$ cat config.mk
export PLATFORM = sky130hd
export DESIGN_NAME = trace_delta_encoder
export DESIGN_NICKNAME = d
export VERILOG_FILES = /design/src/rtl/tde_pkg.sv /design/src/rtl/tde_delta.sv /design/src/rtl/tde_zigzag.sv /design/src/rtl/tde_varint_lane.sv /design/src/rtl/trace_delta_encoder.sv
export SDC_FILE = /design/constraint.sdc
export NUM_CORES = 1
export LEC_CHECK = 0
export ABC_AREA = 1
export CAP_MARGIN = 20
export CORE_MARGIN = 2
export CORE_UTILIZATION = 40
export DETAILED_ROUTE_END_ITERATION = 8
export PLACE_DENSITY = 0.66
export SYNTH_ARGS = -nofsm -noshare
export SYNTH_HDL_FRONTEND = slang
export SYNTH_SLANG_ARGS = --single-unit
$ cat constraint.sdc
create_clock -name clk -period 5.15 [get_ports clk]
set_input_delay 0.515 -clock clk [delete_from_list [all_inputs] [get_ports clk]]
set_output_delay 0.515 -clock clk [all_outputs]
set_load 0.03 [all_outputs]
$ cat src/rtl/tde_pkg.sv
package tde_pkg;
    localparam int ADDR_W  = 32;
    localparam int TIME_W  = 64;
    localparam int BYTE_W  = 8;
    localparam int GROUP_W = BYTE_W - 1;
    localparam int MAX_ADDR_BYTES = (ADDR_W + GROUP_W - 1) / GROUP_W;
    localparam int MAX_TIME_BYTES = (TIME_W + GROUP_W - 1) / GROUP_W;
    localparam int MAX_REC_BYTES  = MAX_ADDR_BYTES + MAX_TIME_BYTES;
    localparam int CNT_W = $clog2(MAX_REC_BYTES + 1);

    typedef enum logic [1:0] {
        ST_IDLE = 2'd0,
        ST_ADDR = 2'd1,
        ST_TIME = 2'd2
    } tde_state_e;

    typedef struct packed {
        tde_state_e          state;
        logic [ADDR_W-1:0]   prev_addr;
        logic [TIME_W-1:0]   prev_time;
        logic [TIME_W-1:0]   shift_val;
        logic [TIME_W-1:0]   time_hold;
    } tde_regs_t;
endpackage

$ cat src/rtl/tde_delta.sv
module tde_delta #(
    parameter int W = 32
) (
    input  logic [W-1:0] cur,
    input  logic [W-1:0] prev,
    output logic [W-1:0] diff
);
    // modular difference; the reader decides on signedness
    always_comb begin
        diff = cur - prev;
    end
endmodule

$ cat src/rtl/tde_zigzag.sv
module tde_zigzag #(
    parameter int W = 32
) (
    input  logic [W-1:0] delta,
    output logic [W-1:0] mapped
);
    // interleave signs: 0,-1,1,-2,2 -> 0,1,2,3,4
    always_comb begin
        mapped = {delta[W-2:0], 1'b0} ^ {W{delta[W-1]}};
    end
endmodule

$ cat src/rtl/tde_varint_lane.sv
module tde_varint_lane #(
    parameter int W       = 64,
    parameter int GROUP_W = 7
) (
    input  logic [W-1:0]       val,
    output logic [GROUP_W:0]   code_byte,
    output logic               more,
    output logic [W-1:0]       rest
);
    always_comb begin
        rest      = val >> GROUP_W;
        more      = |rest;
        code_byte = {more, val[GROUP_W-1:0]};
    end
endmodule

$ cat src/rtl/trace_delta_encoder.sv
module trace_delta_encoder
    import tde_pkg::*;
(
    input  logic              clk,
    input  logic              rst_n,
    input  logic              rec_valid,
    output logic              rec_ready,
    input  logic [31:0]       rec_addr,
    input  logic [63:0]       rec_time,
    output logic              out_valid,
    input  logic              out_ready,
    output logic [7:0]        out_data,
    output logic              out_last
);
    tde_regs_t r_q, r_d;

    logic [ADDR_W-1:0] addr_diff;
    logic [ADDR_W-1:0] addr_zz;
    logic [TIME_W-1:0] time_diff;
    logic [BYTE_W-1:0] lane_byte;
    logic              lane_more;
    logic [TIME_W-1:0] lane_rest;

    tde_delta #(.W(ADDR_W)) u_addr_delta (
        .cur  (rec_addr),
        .prev (r_q.prev_addr),
        .diff (addr_diff)
    );

    tde_zigzag #(.W(ADDR_W)) u_zigzag (
        .delta  (addr_diff),
        .mapped (addr_zz)
    );

    tde_delta #(.W(TIME_W)) u_time_delta (
        .cur  (rec_time),
        .prev (r_q.prev_time),
        .diff (time_diff)
    );

    tde_varint_lane #(.W(TIME_W), .GROUP_W(GROUP_W)) u_lane (
        .val       (r_q.shift_val),
        .code_byte (lane_byte),
        .more      (lane_more),
        .rest      (lane_rest)
    );

    // next-state logic
    always_comb begin
        r_d       = r_q;
        rec_ready = (r_q.state == ST_IDLE);
        out_valid = (r_q.state != ST_IDLE);
        out_data  = lane_byte;
        out_last  = (r_q.state == ST_TIME) && !lane_more;

        unique case (r_q.state)
            ST_IDLE: begin
                if (rec_valid) begin
                    r_d.prev_addr = rec_addr;
                    r_d.prev_time = rec_time;
                    r_d.shift_val = {{(TIME_W-ADDR_W){1'b0}}, addr_zz};
                    r_d.time_hold = time_diff;
                    r_d.state     = ST_ADDR;
                end
            end
            ST_ADDR: begin
                if (out_ready) begin
                    if (lane_more) begin
                        r_d.shift_val = lane_rest;
                    end else begin
                        r_d.shift_val = r_q.time_hold;
                        r_d.state     = ST_TIME;
                    end
                end
            end
            ST_TIME: begin
                if (out_ready) begin
                    if (lane_more) begin
                        r_d.shift_val = lane_rest;
                    end else begin
                        r_d.state = ST_IDLE;
                    end
                end
            end
            default: r_d.state = ST_IDLE;
        endcase
    end

    always_ff @(posedge clk) begin
        if (!rst_n) begin
            r_q.state     <= ST_IDLE;
            r_q.prev_addr <= '0;
            r_q.prev_time <= '0;
            r_q.shift_val <= '0;
            r_q.time_hold <= '0;
        end else begin
            r_q <= r_d;
        end
    end
endmodule

# Yosys cells after proc, flatten, opt, wreduce, memory -nomap -nowiden
# Index checks and enable logic that the tools add are counted.
dict set report op_classes {
  n_reduce_logical 9
  bitwise 1
  n_mux 11
  addsub 2
  eq_ne 8
}
# cell n
set ops {}
lappend ops {{2-to-1 mux 64 bit} 4}
lappend ops {{2-to-1 mux 226 bit} 1}
lappend ops {{case mux 64 bit (3 select lines)} 1}
lappend ops {{subtractor 64 bit} 1}
lappend ops {{OR reduction 57 bit} 1}
lappend ops {{subtractor 32 bit} 1}
lappend ops {{XOR 32 bit} 1}
lappend ops {{!= test 2 bit, second input constant} 6}
lappend ops {{AND reduction 5 bit} 2}
lappend ops {{2-to-1 mux 2 bit} 4}
lappend ops {{case mux 2 bit (3 select lines)} 1}
lappend ops {{nonzero test 3 bit} 1}
lappend ops {{== test 2 x 1 -> 1 bit, second input constant} 1}
lappend ops {{== test 2 bit, second input constant} 1}
lappend ops {{zero test 2 bit} 1}
lappend ops {{AND reduction 2 bit} 1}
lappend ops {{nonzero test 2 bit} 1}
lappend ops {{logical AND 1 bit} 1}
lappend ops {{zero test 1 bit} 1}
dict set report totals {
  inputBits 100
  register_bits 226
  wordCells 36
  output_inout_bits 11
}

# Depth between registers and ports, before layout
# Gate-level depths: netlist of run 1.
dict set report depth {
  depth_word 4
  mapped_depth 19
  ltp_nobuf 18
}

# Modules after synthesis
# From an unflattened synthesis of run 1, not the netlist that was laid out.
dict set report unflattened {
  cells_unflattened 3539
  hier_area_um2 19523.7
}
# module cells_per_inst instances seq_area_each_um2 area_per_inst_um2
set by_module_without_submodules {}
lappend by_module_without_submodules {trace_delta_encoder 1387 1 4524.3 9526.6}
lappend by_module_without_submodules {{tde_delta (u_time_delta)} 1357 1 0.0 6217.2}
lappend by_module_without_submodules {{tde_delta (u_addr_delta)} 535 1 0.0 2518.7}
lappend by_module_without_submodules {tde_varint_lane 128 1 0.0 754.5}
lappend by_module_without_submodules {tde_zigzag 132 1 0.0 506.7}

# Worst setup path before layout of run 1
# No wires, ideal clock.
dict set report synth_path {
  path_type {input port to flip-flop}
  from {in rec_time[0]}
  to {reg r_q[34] (netlist name)}
  arrival_ps 2238
  cell_stages 16
  required_ps 5041
  n_path_buf 0
  slack_ps 2804
  cell_sequence {inv_1 > ha_1 > fa_1 > nand3b_1 > nand2_1 > nand2_1 > nand2_1 > nand2_1 > nand2_1 > nand3_1 > nand2_1 > nand2_1 > nand3_1 > nand3_1 > nand2_1 > inv_1}
}
dict set report synth_between {
  elab_chain_cells 1
}
# item line_no
set synth_lines {}
lappend synth_lines {{from (decl)} trace_delta_encoder.sv:9} ;# input logic [63:0] rec_time,
lappend synth_lines {{subtractor 64 bit} tde_delta.sv:10} ;# diff = cur - prev;
lappend synth_lines {{to (signal assigned)} trace_delta_encoder.sv:97} ;# r_q <= r_d;
lappend synth_lines {{to (decl)} trace_delta_encoder.sv:15} ;# tde_regs_t r_q, r_d;
# No other way between the ends.
# A chain may end at the register's enable or synchronous reset.

# Final worst setup path of run 1
dict set report layout_path {
  from {reg r_q[81] (netlist name)}
  to {out out_data[7]}
}
dict set report layout_between {
  elab_chain_cells 1
}
# item line_no
set layout_lines {}
lappend layout_lines {{OR reduction 57 bit} tde_varint_lane.sv:12} ;# more = |rest;
lappend layout_lines {{to (decl)} trace_delta_encoder.sv:12} ;# output logic [7:0] out_data,
# No other way between the ends.

==> results of run 1 <==
==> metal layers <==
layer | wire length [um] | share of wire (%) | global-route usage, %
met1 | 26400 | 48 | 32.3
met2 | 23400 | 43 | 36.4
met3 | 3220 | 5.9 | 2.77
met4 | 1680 | 3.1 | 7.56
met5 | 0 | 0 | 0
==> path summary, 6_finish.rpt <==
path | start | endpoint | slack, ns | depth (start not counted)
setup / recovery | r_q[81] | out_data[7] | 1.56 | 7
hold / removal | rst_n | r_q[151] | 0.39 | 3
setup reg to reg | r_q[81] | r_q[92] | 1.87 | 12
hold reg to reg | r_q[153] | r_q[153] | 0.46 | 2
==> kinds of logic after synthesis <==
kind of cell | count (synthesis) | share of synthesized area (%)
simple gates | 1488 | 33.3
buf+inv | 730 | 15.6
compound gates | 605 | 17.0
flops | 226 | 24.9
fa+ha+maj | 101 | 7.05
xor+xnor | 44 | 2.12
==> Yosys cell counts <==
cell type | instances | area [um2]
and3_1 | 1 | 6.26
and2_1 | 4 | 25.0
o21ai_0 | 242 | 1210
xnor2_1 | 7 | 61.3
fa_1 | 2 | 40.0
nor2_1 | 262 | 983
nor2_4 | 2 | 22.5
a21o_1 | 2 | 15.0
a211oi_1 | 1 | 7.51
clkinv_1 | 1 | 3.75
inv_2 | 4 | 15.0
nand4_1 | 22 | 138
nand3b_1 | 7 | 52.6
buf_6 | 5 | 56.3
a31oi_1 | 1 | 6.26
dfxtp_1 | 226 | 4520
inv_1 | 613 | 2300
xor2_1 | 37 | 324
nand3_2 | 1 | 10.0
nand2_2 | 10 | 62.6
a21oi_1 | 341 | 1710
a21oi_2 | 2 | 17.5
nand3_1 | 225 | 1130
o21bai_1 | 13 | 97.6
clkbuf_1 | 75 | 282
a21boi_0 | 1 | 7.51
o22ai_1 | 2 | 12.5
buf_1 | 13 | 48.8
buf_4 | 11 | 82.6
buf_2 | 8 | 40.0
nor2_2 | 1 | 6.26
ha_1 | 99 | 1240
nand2_1 | 938 | 3520
nor3_1 | 14 | 70.1
nor3_4 | 1 | 16.3
==> stage by stage <==
stage	power [mW]	utilization [%]	cell area (um2)	setup slack, ns
5_1_grt	7.43	45.6	20500	1.36
4_1_cts	6.94	45.6	20500	1.55
3_3_place_gp	4.84	43.4	19600	1.89
6_report	6.93	45.6	20500	1.56
3_5_place_dp	4.85	43.4	19600	1.88
2_1_floorplan	4.09	-	18100	2.80
==> power groups by stage <==
stage | Combinational (mW) | Sequential, mW | Clock [mW]
final | 2.79 | 2.08 | 2.06
after global routing | 3.15 | 2.10 | 2.18
after CTS | 2.76 | 2.08 | 2.11
after detailed placement | 2.74 | 2.11 | 0
after global placement | 2.73 | 2.11 | 0
after floorplan | 2.02 | 2.08 | 0
==> layout make-up <==
class | instances | area, um2 | area share [%]
multi-input cells | 2238 | 10800 | 52.6
flip-flops and latches | 226 | 4520 | 22.0
inverters | 618 | 2320 | 11.3
repair buffers | 120 | 1190 | 5.79
clock buffers | 41 | 841 | 4.09
well taps | 600 | 751 | 3.65
clock inverters | 8 | 119 | 0.579
==> critical path, cell delays in order, from the launching register on <==
cell,delay [ns]
dfxtp_1,0.36
nor2_1,0.12
nand3_1,0.07
nor2_1,0.10
nand2_1,0.11
nor2_4,0.59
nand2_2,0.41
clkdlybuf4s50_1,0.73
==> reports/results.ini, run 1 <==
[power_and_ir_drop]
p_seq_share_pct=30.0
pwr-share-clk_pct=29.8
leakagePower_nw=10.4
p_per_area_nw_per_um2=337
pwr-share-comb_pct=40.3
irDropWorstVdd_mv=0.238
p_switching_mw=2.79
switching_share_pct=40.3
internal_power_mw=4.14

[yosys]
mappedNetlistArea_um2=18100
yosys_warnings=0
ys_ff_latch=226
synthesis.nets=3395
synth.distinct_cells=35
synth_seq_area_share_pct=24.9
syn_avg_cell_area_um2=5.68
syn_inst=3194

[sta]
final_max_slew_viol_count=0
tightest_slew_ns=1.48
fin_crit_sh_pct=69.7
period_minus_slack_ns=3.59
holdWs_ns=0.394
fin_skew_ns=0.0198
final-setup-viol-count=0
hold_viol_final=0
maxSlewHeadroom_pct=1.39
totalNegativeSetupSlack_ns=0
timing.fmax_mhz=278
rsz0062_at_grt=no

[floorplanning]
fp.dieW_um=217
num_rows=78
die_h_um=217
core_um2=45100
io_pins=111
start_util_pct=40.2
die-area_um2=47100

[global_routing]
antenna_found_initial=0
track_usage_pct=23.0
overflow=0
grt_pass1_wl_mm=89.1
first_global_vias=17500
grt_max_degree=254

[routing]
route.vias.total=19000
totalWireLength_mm=54.7
vias_per_cell=4.93
ant_nets=0
dr.pass1.iters=6
wl_per_cell_um=14.2
drt_iter0_markers=1599
drc=0

[cells_and_area]
final_common_cell=nand2_1
largest_reg_flops=226
stdcell_count=3851
fillers=4935
n_antenna_cell=0
drive_gt1_share_pct=2.43
regMostFlops=r_q
final_cell_mix=937 x nand2_1, 613 x inv_1, 341 x a21oi_1
synthToLayoutAreaGrowth_pct=13.3
largestRegisters=r_q: 226 flops
final_nets=3433

[clocking]
cts-root-buf=clkbuf_16
cts.sink_count=226
post_cts_buffers=0
cts.path.max_buffers=3
holdBufCountCts=0
cts_resized=0
cts_tree=yes
cts_buffers=28
clk_pin_slew_worst_paths_ns=0.06
cts_max_level=1
worstSkewPairLatency_ns=0.58

[place]
dp_hpwl_mm=41.8
gp_congestion=1.00
port_buffers=110
dp.cells=3802

[outcome]
outcome=finished clean

[worst_setup_path]
path_max_fanout=33
crit_type=reg2out
cp.required_ns=4.64
worstPathArrival_ns=3.08
critPathLaunchType=flip-flop
crit_path_end_kind=output pin

[min_path]
hp-class=in2reg

[run]
maxCapViolations=0

(Power assumes the default switching activity.)
==> inputs of run 2 (changes only) <==
--- a/config.mk
+++ b/config.mk
@@ -10,7 +10,7 @@
 export CORE_MARGIN = 2
 export CORE_UTILIZATION = 40
 export DETAILED_ROUTE_END_ITERATION = 8
-export PLACE_DENSITY = 0.66
+export PLACE_DENSITY = 0.69
 export SYNTH_ARGS = -nofsm -noshare
 export SYNTH_HDL_FRONTEND = slang
 export SYNTH_SLANG_ARGS = --single-unit
==> constraint.sdc (replaced) <==
create_clock -name clk -period 2.9 [get_ports clk]
set_input_delay 0.29 -clock clk [delete_from_list [all_inputs] [get_ports clk]]
set_output_delay 0.29 -clock clk [all_outputs]
set_load 0.03 [all_outputs]
==> run 2 against run 1 <==
Flip-flop and latch count stayed put. First-iteration DRC count decreased by 18%. Critical path depth up 2. Clock skew fell by 0.00081 ns. Routed wire length down 0.69%. Hold slack worse by 0.24 ns. Clock-buffer cell count fell by 3. Final area up 1.5%. Setup slack got worse by 1.4 ns. Global-route usage about the same.
==> reports/results.ini, run 2 (synthesized netlist as in run 1, its figures left out) <==
[global_routing]
grt_use_met3_pct=2.38
grt_max_degree=192
track_usage_pct=22.9
overflow=0
first_global_vias=17700
grt_busiest_layer=met2
use_met1_pct=31.8
grt_pass1_wl_mm=88.9
grt_use_met2_pct=37.4
antenna_found_initial=0

[power_and_ir_drop]
pwr-share-clk_pct=29.4
pwr-share-comb_pct=40.9
leakagePower_nw=10.6
p_seq_share_pct=29.7
internal_power_mw=7.43
switching_share_pct=40.0
p_per_area_nw_per_um2=594
p_switching_mw=4.96
irDropWorstVdd_mv=0.468

[worst_setup_path]
crit_type=reg2out
crit_family=buffers and inverters
critPathLaunchType=flip-flop
worstPathArrival_ns=2.42
path_cells=nor2_1, nand3_1, nor2_1, nand2_1, nor2_4, buf_6, nand2_2, buf_4, buf_4
crit_path_end_kind=output pin
path_max_fanout=58
cpPeakStageDelay_ns=0.34
critPathBufInv=3
cp_slowest_cell=dfxtp_1
cp.required_ns=2.61

[sta]
period_minus_slack_ns=2.71
rsz0062_at_grt=no
tightest_slew_ns=0.787
fin_skew_ns=0.0190
maxSlewHeadroom_pct=47.5
final_max_slew_viol_count=0
hold_viol_final=0
timing.fmax_mhz=369
final-setup-viol-count=0
totalNegativeSetupSlack_ns=0
fin_crit_sh_pct=93.4

[floorplanning]
die-area_um2=47100
core_um2=45100
io_pins=111
die_h_um=217
fp.dieW_um=217
num_rows=78
start_util_pct=40.2

[min_path]
hp-class=in2reg

[place]
dp_hpwl_mm=41.8
gp_congestion=0.959
dp.cells=3834
port_buffers=110

[clocking]
cts.path.max_buffers=3
holdBufCountCts=0
cts_tree=yes
post_cts_buffers=0
worstSkewPairLatency_ns=0.58
clk_pin_slew_worst_paths_ns=0.06
cts_buffers=29
cts.sink_count=226
cts-root-buf=clkbuf_16
cts_max_level=1

[routing]
totalWireLength_mm=54.3
route.vias.total=19000
drc=0
drt_iter0_markers=1319
dr.pass1.iters=6
vias_per_cell=4.90
wl_per_cell_um=14.0
ant_nets=0

[cells_and_area]
final_cell_mix=937 x nand2_1, 613 x inv_1, 341 x a21oi_1
largestRegisters=r_q: 226 flops
largest_reg_flops=226
synthToLayoutAreaGrowth_pct=14.9
n_antenna_cell=0
fin_util_pct=46.2
regMostFlops=r_q
drive_gt1_share_pct=3.44
stdcell_count=3883
final_nets=3467
final_common_cell=nand2_1

[outcome]
outcome=finished clean

[run]
maxCapViolations=0

[run 2: changes by cell type in the layout (fill, tap and decap cells not counted), moves of 2 or more]
cell / previous run / this run
inv_6: 0 / 2
buf_4: 9 / 37
clkdlybuf4s50_1: 109 / 107
clkbuf_8: 7 / 5
buf_12: 1 / 7
[run 2: metal layers]
metal  vias up  share of wire, %
met3        86               5.3
met5         -                 0
met1      8381                48
met2       462                44
li1      10100                 -
met4         0               2.8
[run 2: per-stage QoR]
stage / setup WS (ns) / hold slack, ns / power (mW) / cell area, um2
6_report: 0.190 / 0.149 / 12.4 / 20800
5_1_grt: 0.0253 / 0.173 / 13.3 / 20800
4_1_cts: 0.0323 / 0.125 / 12.4 / 20800
3_5_place_dp: 0.0741 / 0.450 / 8.72 / 19900
3_3_place_gp: 0.0936 / 0.443 / 8.68 / 19900
2_1_floorplan: 0.754 / 0.433 / 7.27 / 18100
[run 2: worst paths after layout]
check	startpoint	end	slack [ns]	depth (start not counted)
setup / recovery	r_q[105]	out_data[7]	0.19	9
hold / removal	rst_n	r_q[71]	0.15	3
setup reg to reg	r_q[225]	r_q[73]	0.39	11
hold reg to reg	r_q[145]	r_q[145]	0.45	2
[run 2: worst min-delay path: stages]
cell	delay [ns]
buf_4	0.11
inv_2	0.13
a21oi_1	0.14
[run 2: layout make-up]
type	count	area, um2
well taps	600	751
fillers	4945	24200
multi-input cells	2238	10800
flip-flops and latches	226	4520
clock inverters	10	133
inverters	618	2320
clock buffers	38	810
repair buffers	153	1510
[run 2: repair_timing]
item	in CTS	in global routing
hold endpoints to repair	0	0
gates resized for setup	0	2
setup endpoints to repair	0	2
[run 2: power groups by stage]
| stage | Clock, mW | Combinational, mW | Sequential [mW] |
|---|---|---|---|
| 6_report | 3.64 | 5.07 | 3.68 |
| 5_1_grt | 3.85 | 5.72 | 3.71 |
| 4_1_cts | 3.71 | 5.01 | 3.68 |
| 3_5_place_dp | 0 | 4.98 | 3.74 |
| 3_3_place_gp | 0 | 4.95 | 3.73 |
| 2_1_floorplan | 0 | 3.58 | 3.69 |
==> inputs of run 3 (changes only) <==
--- a/config.mk
+++ b/config.mk
@@ -9,6 +9,7 @@
 export CAP_MARGIN = 20
 export CORE_MARGIN = 2
 export CORE_UTILIZATION = 40
+export CTS_CLUSTER_SIZE = 10
 export DETAILED_ROUTE_END_ITERATION = 8
 export PLACE_DENSITY = 0.69
 export SYNTH_ARGS = -nofsm -noshare
==> run 3 against run 2 <==
Via count is essentially flat. Power shrank 1.8%. Die area did not move. Critical endpoint unchanged. Largest cell class unchanged. Highest routed layer unchanged.
==> reports/results.ini, run 3 (synthesized netlist as in run 1, its figures left out) <==
[worst_setup_path]
startpoint=r_q[105]
path_max_fanout=58
crit_path_end_kind=output pin
reg2reg_from=r_q[224]
path_cells=nor2_1, nand3_1, nor2_1, nand2_1, nor2_4, buf_6, nand2_2, buf_4, buf_4
reg2reg_to=r_q[69]
cpPeakStageDelay_ns=0.34
cp_slowest_cell=dfxtp_1
cp-endpoint=out_data[7]
cp.required_ns=2.61
critPathLaunchType=flip-flop
crit_type=reg2out
ff2ff_path_depth=11
r2r_slack_ns=0.42
worstPathArrival_ns=2.42

[place]
dp.cells=3834
dp_hpwl_mm=41.8
port_buffers=110
gp_congestion=0.959

[sta]
totalNegativeSetupSlack_ns=0
final_max_slew_viol_count=0
timing.fmax_mhz=369
maxSlewHeadroom_pct=45.7
fin_crit_sh_pct=93.4
fin_skew_ns=0.0125
tightest_slew_ns=0.815
rsz0062_at_grt=no
period_minus_slack_ns=2.71
hold_viol_final=0
final-setup-viol-count=0

[routing]
dr.pass1.iters=6
route.vias.total=19000
drt_iter0_markers=1374
vias_per_cell=4.90
wl_per_cell_um=14.0
ant_nets=0
totalWireLength_mm=54.5
drc=0

[clocking]
cts_tree=yes
post_cts_buffers=0
holdBufCountCts=0
worstSkewPairLatency_ns=0.58
cts.sink_count=226
cts_buffers=29
cts_max_level=1
cts_resized=0
clk_pin_slew_worst_paths_ns=0.05
cts.path.max_buffers=3
cts-root-buf=clkbuf_16

[floorplanning]
fp.dieW_um=217
die_h_um=217
start_util_pct=40.2
die-area_um2=47100
num_rows=78
core_um2=45100
io_pins=111

[global_routing]
grt_pass1_wl_mm=88.9
track_usage_pct=22.9
first_global_vias=17700
overflow=0
antenna_found_initial=0
grt_max_degree=192

[power_and_ir_drop]
irDropWorstVdd_mv=0.466
p_per_area_nw_per_um2=585
leakagePower_nw=10.5

[cells_and_area]
ff_latch_area_um2=4520
final_nets=3467
stdcell_count=3879
largest_reg_flops=226
final_common_cell=nand2_1
synthToLayoutAreaGrowth_pct=14.5
final_cell_mix=937 x nand2_1, 613 x inv_1, 341 x a21oi_1
drive_gt1_share_pct=3.35
regMostFlops=r_q
n_antenna_cell=0
multi_input_area_um2=10800
largestRegisters=r_q: 226 flops
fillers=4939

[run]
maxCapViolations=0

[outcome]
outcome=finished clean

[min_path]
hp-class=in2reg

-- run 3: per-layer routing --
metal / vias up / global-route usage (%) / wire (um)
met4: 0 / 7.03 / 1580
li1: 10100 / - / -
met5: - / 0 / 0
met1: 8370 / 31.8 / 26100
met2: 468 / 37.4 / 24200
met3: 85 / 2.36 / 2670
-- run 3: through the flow --
| stage | utilization (%) | setup slack [ns] | power [mW] | instance area [um2] | hold WS (ns) |
|---|---|---|---|---|---|
| finish | 46.1 | 0.192 | 12.2 | 20800 | 0.150 |
| global route | 46.1 | 0.0293 | 13.1 | 20800 | 0.174 |
| CTS | 46.1 | 0.0373 | 12.2 | 20800 | 0.125 |
| detailed placement | 44.1 | 0.0741 | 8.72 | 19900 | 0.450 |
| global placement | 44.1 | 0.0936 | 8.68 | 19900 | 0.443 |
| floorplan | - | 0.754 | 7.27 | 18100 | 0.433 |
-- run 3: area by class of cell --
class | count | share of cell area, %
timing repair buffer | 153 | 7.28
clock buffer | 37 | 3.88
tap | 600 | 3.61
inverter | 618 | 11.2
sequential | 226 | 21.8
multi-input combinational | 2238 | 52.0
clock inverter | 7 | 0.319
-- run 3: worst min path at each step --
stage / startpoint / end / slack [ns] / cells after the start
5_1_grt: rst_n / r_q[71] / 0.17 / 3
4_1_cts: rst_n / r_q[71] / 0.12 / 3
3_3_place_gp: r_q[160] / r_q[160] / 0.44 / 2
3_5_place_dp: r_q[167] / r_q[167] / 0.45 / 2
2_1_floorplan: r_q[138] / r_q[138] / 0.43 / 2
6_report: rst_n / r_q[71] / 0.15 / 3
-- run 3: where the power goes --
group	switching [mW]	internal (mW)	total, mW
Combinational	3.36	1.71	5.07
Sequential	0.164	3.52	3.68
Clock	1.41	2.01	3.41
Total	4.93	7.23	12.2
-- run 3: worst max-delay path, delay by kind of cell, from the launching register on --
family	cells	cell delay, ns
buffers and inverters	3	0.84
AND/OR/NAND/NOR	6	0.65
flip-flops	1	0.34
